$ cat src/rtl/cmpwave_pkg.sv
package cmpwave_pkg;

  localparam int PRESC_W = 7;

  typedef enum logic [1:0] {
    ACT_KEEP = 2'b00,
    ACT_SET  = 2'b01,
    ACT_CLR  = 2'b10,
    ACT_FLIP = 2'b11
  } act_e;

  // per-output action table: trigger action high, own-compare action low
  typedef struct packed {
    act_e sw;
    act_e per;
    act_e own;
  } out_act_t;

  typedef struct packed {
    out_act_t b;
    out_act_t a;
    logic [2:0] csel;
  } mode_t;

  localparam logic [1:0] SEL_MODE = 2'd0;
  localparam logic [1:0] SEL_CMPA = 2'd1;
  localparam logic [1:0] SEL_CMPB = 2'd2;
  localparam logic [1:0] SEL_PER  = 2'd3;

  function automatic logic apply_act(input act_e a, input logic cur);
    case (a)
      ACT_SET:  return 1'b1;
      ACT_CLR:  return 1'b0;
      ACT_FLIP: return ~cur;
      default:  return cur;
    endcase
  endfunction

  function automatic act_e pick_act(input logic sw_hit, input logic per_hit,
                                    input logic own_hit, input out_act_t acts);
    if (sw_hit)  return acts.sw;
    if (per_hit) return acts.per;
    if (own_hit) return acts.own;
    return ACT_KEEP;
  endfunction

  // division 2^(2*idx+1): hit when the low (2*idx+1) prescaler bits are all ones
  function automatic logic div_hit(input logic [PRESC_W-1:0] p, input logic [1:0] idx);
    logic [PRESC_W-1:0] mask;
    mask = PRESC_W'((32'd1 << (2 * int'(idx) + 1)) - 1);
    return (p & mask) == mask;
  endfunction

endpackage

$ cat src/rtl/cmpwave_prescale.sv
module cmpwave_prescale
  import cmpwave_pkg::*;
(
  input  logic       clk,
  input  logic       rst_n,
  input  logic       slow_tick,
  input  logic [2:0] csel,
  output logic       tick
);

  logic [PRESC_W-1:0] presc_q;

  always_ff @(posedge clk or negedge rst_n) begin
    if (!rst_n) presc_q <= '0;
    else        presc_q <= presc_q + 1'b1;
  end

  assign tick = csel[2] ? slow_tick : div_hit(presc_q, csel[1:0]);

endmodule

$ cat src/rtl/cmpwave_counter.sv
module cmpwave_counter #(
  parameter int CNT_W = 16
) (
  input  logic             clk,
  input  logic             rst_n,
  input  logic             advance,
  input  logic             restart,
  input  logic [CNT_W-1:0] top_val,
  output logic [CNT_W-1:0] cnt,
  output logic             at_top
);

  assign at_top = (cnt == top_val);

  always_ff @(posedge clk or negedge rst_n) begin
    if (!rst_n)       cnt <= '0;
    else if (restart) cnt <= '0;
    else if (advance) cnt <= at_top ? '0 : cnt + 1'b1;
  end

endmodule

$ cat src/rtl/cmpwave_output.sv
module cmpwave_output
  import cmpwave_pkg::*;
(
  input  logic     clk,
  input  logic     rst_n,
  input  out_act_t acts,
  input  logic     sw_hit,
  input  logic     per_hit,
  input  logic     own_hit,
  output logic     wave
);

  act_e chosen;
  assign chosen = pick_act(sw_hit, per_hit, own_hit, acts);

  always_ff @(posedge clk or negedge rst_n) begin
    if (!rst_n) wave <= 1'b0;
    else        wave <= apply_act(chosen, wave);
  end

endmodule

$ cat src/rtl/cmpwave_timer.sv
module cmpwave_timer
  import cmpwave_pkg::*;
#(
  parameter int CNT_W = 16
) (
  input  logic             clk,
  input  logic             rst_n,
  input  logic             slow_tick,
  input  logic             wr_en,
  input  logic [1:0]       wr_sel,
  input  logic [CNT_W-1:0] wr_data,
  input  logic             cmd_clken,
  input  logic             cmd_clkdis,
  input  logic             cmd_swtrg,
  output logic             wave_a,
  output logic             wave_b,
  output logic [CNT_W-1:0] cnt_value,
  output logic             cnt_running
);

  localparam int N_OUT  = 2;
  localparam int MODE_W = $bits(mode_t);

  mode_t            mode_q;
  logic [CNT_W-1:0] cmp_q [N_OUT];
  logic [CNT_W-1:0] period_q;
  logic             run_q;

  // register file
  always_ff @(posedge clk or negedge rst_n) begin
    if (!rst_n) begin
      mode_q   <= '0;
      period_q <= '0;
      cmp_q[0] <= '0;
      cmp_q[1] <= '0;
    end else if (wr_en) begin
      case (wr_sel)
        SEL_MODE: mode_q   <= mode_t'(wr_data[MODE_W-1:0]);
        SEL_CMPA: cmp_q[0] <= wr_data;
        SEL_CMPB: cmp_q[1] <= wr_data;
        default:  period_q <= wr_data;
      endcase
    end
  end

  // run flag: stop wins over start
  always_ff @(posedge clk or negedge rst_n) begin
    if (!rst_n)          run_q <= 1'b0;
    else if (cmd_clkdis) run_q <= 1'b0;
    else if (cmd_clken)  run_q <= 1'b1;
  end

  // named internal events
  logic             presc_tick;
  logic             count_tick;
  logic             match_c;
  logic             csel_div;
  logic [CNT_W-1:0] cnt_q;
  logic [N_OUT-1:0] own_match;
  logic [N_OUT-1:0] wave_q;
  logic [1:0]       sw_act_a;
  logic [1:0]       sw_act_b;
  out_act_t         acts [N_OUT];

  assign csel_div   = ~mode_q.csel[2];
  assign count_tick = presc_tick & run_q;
  assign sw_act_a   = mode_q.a.sw;
  assign sw_act_b   = mode_q.b.sw;
  assign acts[0]    = mode_q.a;
  assign acts[1]    = mode_q.b;

  cmpwave_prescale u_presc (
    .clk       (clk),
    .rst_n     (rst_n),
    .slow_tick (slow_tick),
    .csel      (mode_q.csel),
    .tick      (presc_tick)
  );

  cmpwave_counter #(.CNT_W(CNT_W)) u_cnt (
    .clk     (clk),
    .rst_n   (rst_n),
    .advance (count_tick),
    .restart (cmd_swtrg),
    .top_val (period_q),
    .cnt     (cnt_q),
    .at_top  (match_c)
  );

  for (genvar g = 0; g < N_OUT; g++) begin : g_out
    assign own_match[g] = (cnt_q == cmp_q[g]);

    cmpwave_output u_wave (
      .clk     (clk),
      .rst_n   (rst_n),
      .acts    (acts[g]),
      .sw_hit  (cmd_swtrg),
      .per_hit (count_tick & match_c),
      .own_hit (count_tick & own_match[g]),
      .wave    (wave_q[g])
    );
  end

  assign wave_a      = wave_q[0];
  assign wave_b      = wave_q[1];
  assign cnt_value   = cnt_q;
  assign cnt_running = run_q;

endmodule

$ cat config.mk
export PLATFORM = sky130hd
export DESIGN_NAME = cmpwave_timer
export DESIGN_NICKNAME = d
export VERILOG_FILES = /design/src/rtl/cmpwave_pkg.sv /design/src/rtl/cmpwave_prescale.sv /design/src/rtl/cmpwave_counter.sv /design/src/rtl/cmpwave_output.sv /design/src/rtl/cmpwave_timer.sv
export SDC_FILE = /design/constraint.sdc
export NUM_CORES = 1
export LEC_CHECK = 0
export BUFFER_PORTS_ARGS = -buffer_cell sky130_fd_sc_hd__buf_2
export CELL_PAD_IN_SITES_DETAIL_PLACEMENT = 2
export CELL_PAD_IN_SITES_GLOBAL_PLACEMENT = 2
export CORE_MARGIN = 1.5
export CORE_UTILIZATION = 43
export CTS_CLUSTER_SIZE = 24
export DETAILED_ROUTE_END_ITERATION = 7
export PLACE_DENSITY_LB_ADDON = 0.1
export SLEW_MARGIN = 20
export SYNTH_ARGS = -nofsm -noshare
export SYNTH_HDL_FRONTEND = slang
export SYNTH_SLANG_ARGS = --single-unit
export TNS_END_PERCENT = 1
$ cat constraint.sdc
create_clock -name clk -period 3.8 [get_ports clk]
set_input_delay 0.19 -clock clk [delete_from_list [all_inputs] [get_ports clk]]
set_output_delay 0.19 -clock clk [all_outputs]
set_load 0.02 [all_outputs]
==> flow_metrics.tcl <==
set metrics [dict create \
    drt-total-wl_mm 11.58 \
    status "finished clean" \
    grt_pass1_vias 3225 \
    synth_cell_types 41 \
    grt_max_degree 60 \
    crit_type "reg2reg" \
    io_pins 44 \
    ys_top_cells_by_count "dfrtp_1 (89), mux2_2 (64), xor2_1 (35)" \
    cts_made_buffers 9 \
    p_leak_nw 2.141 \
    drc_errors 0 \
    postSynthAreaPerCell_um2 12.08 \
    place_area_um2 4608 \
    gp_congestion 0.9098 \
    fin_crit_sh_pct 61.58 \
    die_w_um 103.1 \
    hp-class "in2reg" \
    vias 2875 \
    antenna_found_initial 0 \
    routedWlPerCell_um 21.76 \
    synth_area_leaders "dfrtp_1 (52%), mux2_2 (17%), xor2_1 (7.1%), xnor2_1 (4.9%), nor4_1 (1.5%)" \
    fin_tns_setup_ns 0 \
    syn2layout_area_growth_pct 12.42 \
    yosysMostFrequentCell "dfrtp_1" \
    rrSetupSlack_ns 1.46 \
    grt_setup_unrepaired "false" \
    syn_inst 357 \
    die_h_um 103.1 \
    port-buffer-count 43 \
    grt_util_all_layers_pct 24.40 \
    synthFlopType "dfrtp_1" \
    ys_seq_area_share_pct 51.65 \
    critPathArrivalTime_ns 2.60 \
    nets 421 \
    clk_latency_ns 0.37 \
    hold_depth 3 \
    slew_headroom_pct 31.31 \
    cts_setup_buffers 0 \
    h-tree-depth 3 \
    rows 36 \
    routed_via_density 5.404 \
    crit_fanout 10 \
    peakVddDrop_mv 0.2139 \
    cts_buffer_depth 2 \
    synthesis.area_um2 4312 \
    max-cap-violations 0 \
    ant_nets 0 \
    yosysTopAreaCell "dfrtp_1" \
    clk_pin_slew_ns 0.09 \
    cts_resized 0 \
    reg2reg_depth 6 \
    core-area_um2 9729 \
    grt_overflow 0 \
    hold_start "cmd_clken" \
    dieArea_um2 10640 \
    worst_setup_path_start_kind "register" \
    cp-end-kind "register" \
    synth_seq_cells 89 \
    antenna_cells 0 \
    grt_pass1_wl_mm 18.40 \
    ctsRootBufferMaster "clkbuf_8" \
    drt_iter0_markers 60 \
    fin_skew_ns 0.008316 \
    cts_hold_buf 2 \
    hold_end "cnt_running" \
    drt_pass1_iterations 4 \
    tightest_slew_ns 1.027 \
    setup-violations-final 0 \
    synth.net_count 384 \
    synth_edf_count 0 \
    final_area_um2 4847 \
    r2r_end "u_cnt.cnt[10]" \
    hold_viol_final 0 \
    drive_gt1_share_pct 32.58 \
    power_mw 2.349 \
    rr_startpoint "u_cnt.cnt[1]" \
    async_flop_share_pct 100.0 \
    yosys_warnings 0 \
    initial_utilization_pct 44.32 \
    p_per_area_nw_per_um2 484.6 \
    min_period_ns 2.340 \
    finalMaxSlewViolations 0 \
    required_ns 4.06 \
    cts_tree "done" \
    hpwl_mm 8.671 \
    clkSinkCount 89 \
    synth_top_area_share_pct 51.65 \
    max_freq_ghz 0.4273 \
]
[stage by stage]
step / setup slack, ns / instances / hold WS (ns) / util [%]
4_1_cts: 1.454 / 532 / 0.02204 / 49.82
5_1_grt: 1.244 / 532 / 0.04755 / 49.82
2_1_floorplan: 1.692 / 357 / -0.1056 / -
3_3_place_gp: 1.509 / 514 / 0.3181 / 47.36
3_5_place_dp: 1.471 / 514 / 0.3328 / 47.36
6_report: 1.460 / 532 / 0.03114 / 49.82
[area by class of cell]
class / count / area, um2
Tap cell: 133 / 166.4
Fill cell: 991 / 4882
Sequential cell: 89 / 2227
Timing Repair Buffer: 48 / 260.3
Multi-Input combinational cell: 239 / 1948
Clock inverter: 6 / 91.34
Clock buffer: 10 / 127.6
Inverter: 7 / 26.28
[metal layers]
metal	global-route usage [%]	vias to the layer above	wire, um
li1	-	1326	-
met1	32.23	1496	5342
met2	40.79	39	5758
met3	3.458	14	250
met4	9.356	0	225
met5	0	-	0
[cells in the final DEF (no fill, tap or decap), types with 2 or more instances in the layout]
| cell type | synthesis | final |
|---|---|---|
| dfrtp_1 | 89 | 89 |
| mux2_2 | 64 | 64 |
| buf_2 | 11 | 42 |
| xor2_1 | 35 | 35 |
| xnor2_1 | 24 | 24 |
| nor2_1 | 15 | 15 |
| nand3_1 | 12 | 12 |
| nor4_1 | 10 | 10 |
| nand4_1 | 9 | 9 |
| clkbuf_8 | 0 | 9 |
| nand2_1 | 8 | 8 |
| nor3_1 | 8 | 8 |
| inv_1 | 7 | 7 |
| o21ai_0 | 7 | 7 |
| a21oi_1 | 6 | 6 |
| buf_4 | 5 | 4 |
| o21ai_1 | 3 | 3 |
| nand3b_1 | 3 | 3 |
| or3_1 | 3 | 3 |
| o211ai_1 | 3 | 3 |
| and3_1 | 2 | 2 |
| a21o_1 | 2 | 2 |
| nor3b_1 | 3 | 2 |
| or3b_1 | 2 | 2 |
| nand2b_1 | 2 | 2 |
| a22o_1 | 2 | 2 |
| ha_1 | 2 | 2 |
| bufinv_16 | 0 | 2 |
| clkinv_4 | 0 | 2 |
| dlygate4sd3_1 | 0 | 2 |
[logic make-up after synthesis]
| family | synth area share (%) |
|---|---|
| flops | 51.65 |
| xor+xnor | 11.98 |
| compound gates | 4.585 |
| mux | 16.72 |
| simple gates | 11.20 |
| buf+inv | 3.279 |
| fa+ha+maj | 0.5803 |
[report_power, final]
group          internal, mW  switching [mW]
Combinational         0.206           0.208
Clock                 0.374           0.350
Sequential             1.09           0.124
[worst max-delay path, cell delays in order (launching register included)]
cell and delay, ns:
dfrtp_1 0.50, xnor2_1 0.33, nand4_1 0.19, nor4_4 0.55
a21o_1 0.37, a2bb2oi_1 0.21, o21ai_1 0.08
[worst max-delay path by stage]
stage               endpoint  slack (ns)  cells past startpoint         start
5_1_grt        u_cnt.cnt[10]        1.24                      6  u_cnt.cnt[1]
4_1_cts        u_cnt.cnt[10]        1.45                      6  u_cnt.cnt[1]
2_1_floorplan  u_cnt.cnt[15]        1.69                      7  u_cnt.cnt[1]
3_5_place_dp   u_cnt.cnt[10]        1.47                      6  u_cnt.cnt[1]
3_3_place_gp   u_cnt.cnt[10]        1.51                      6  u_cnt.cnt[1]
6_report       u_cnt.cnt[10]        1.46                      6  u_cnt.cnt[1]
[state kept, by name, summed over array words and instances (netlist names)]
signal	cells
cmp_q	32
period_q	16
u_cnt.cnt	16
acts	8
u_presc.presc_q	7
mode_q	3
g_out.u_wave.wave	2
sw_act_a	2
sw_act_b	2
cnt_running	1
No activity file was read; power rests on OpenSTA's default activity.
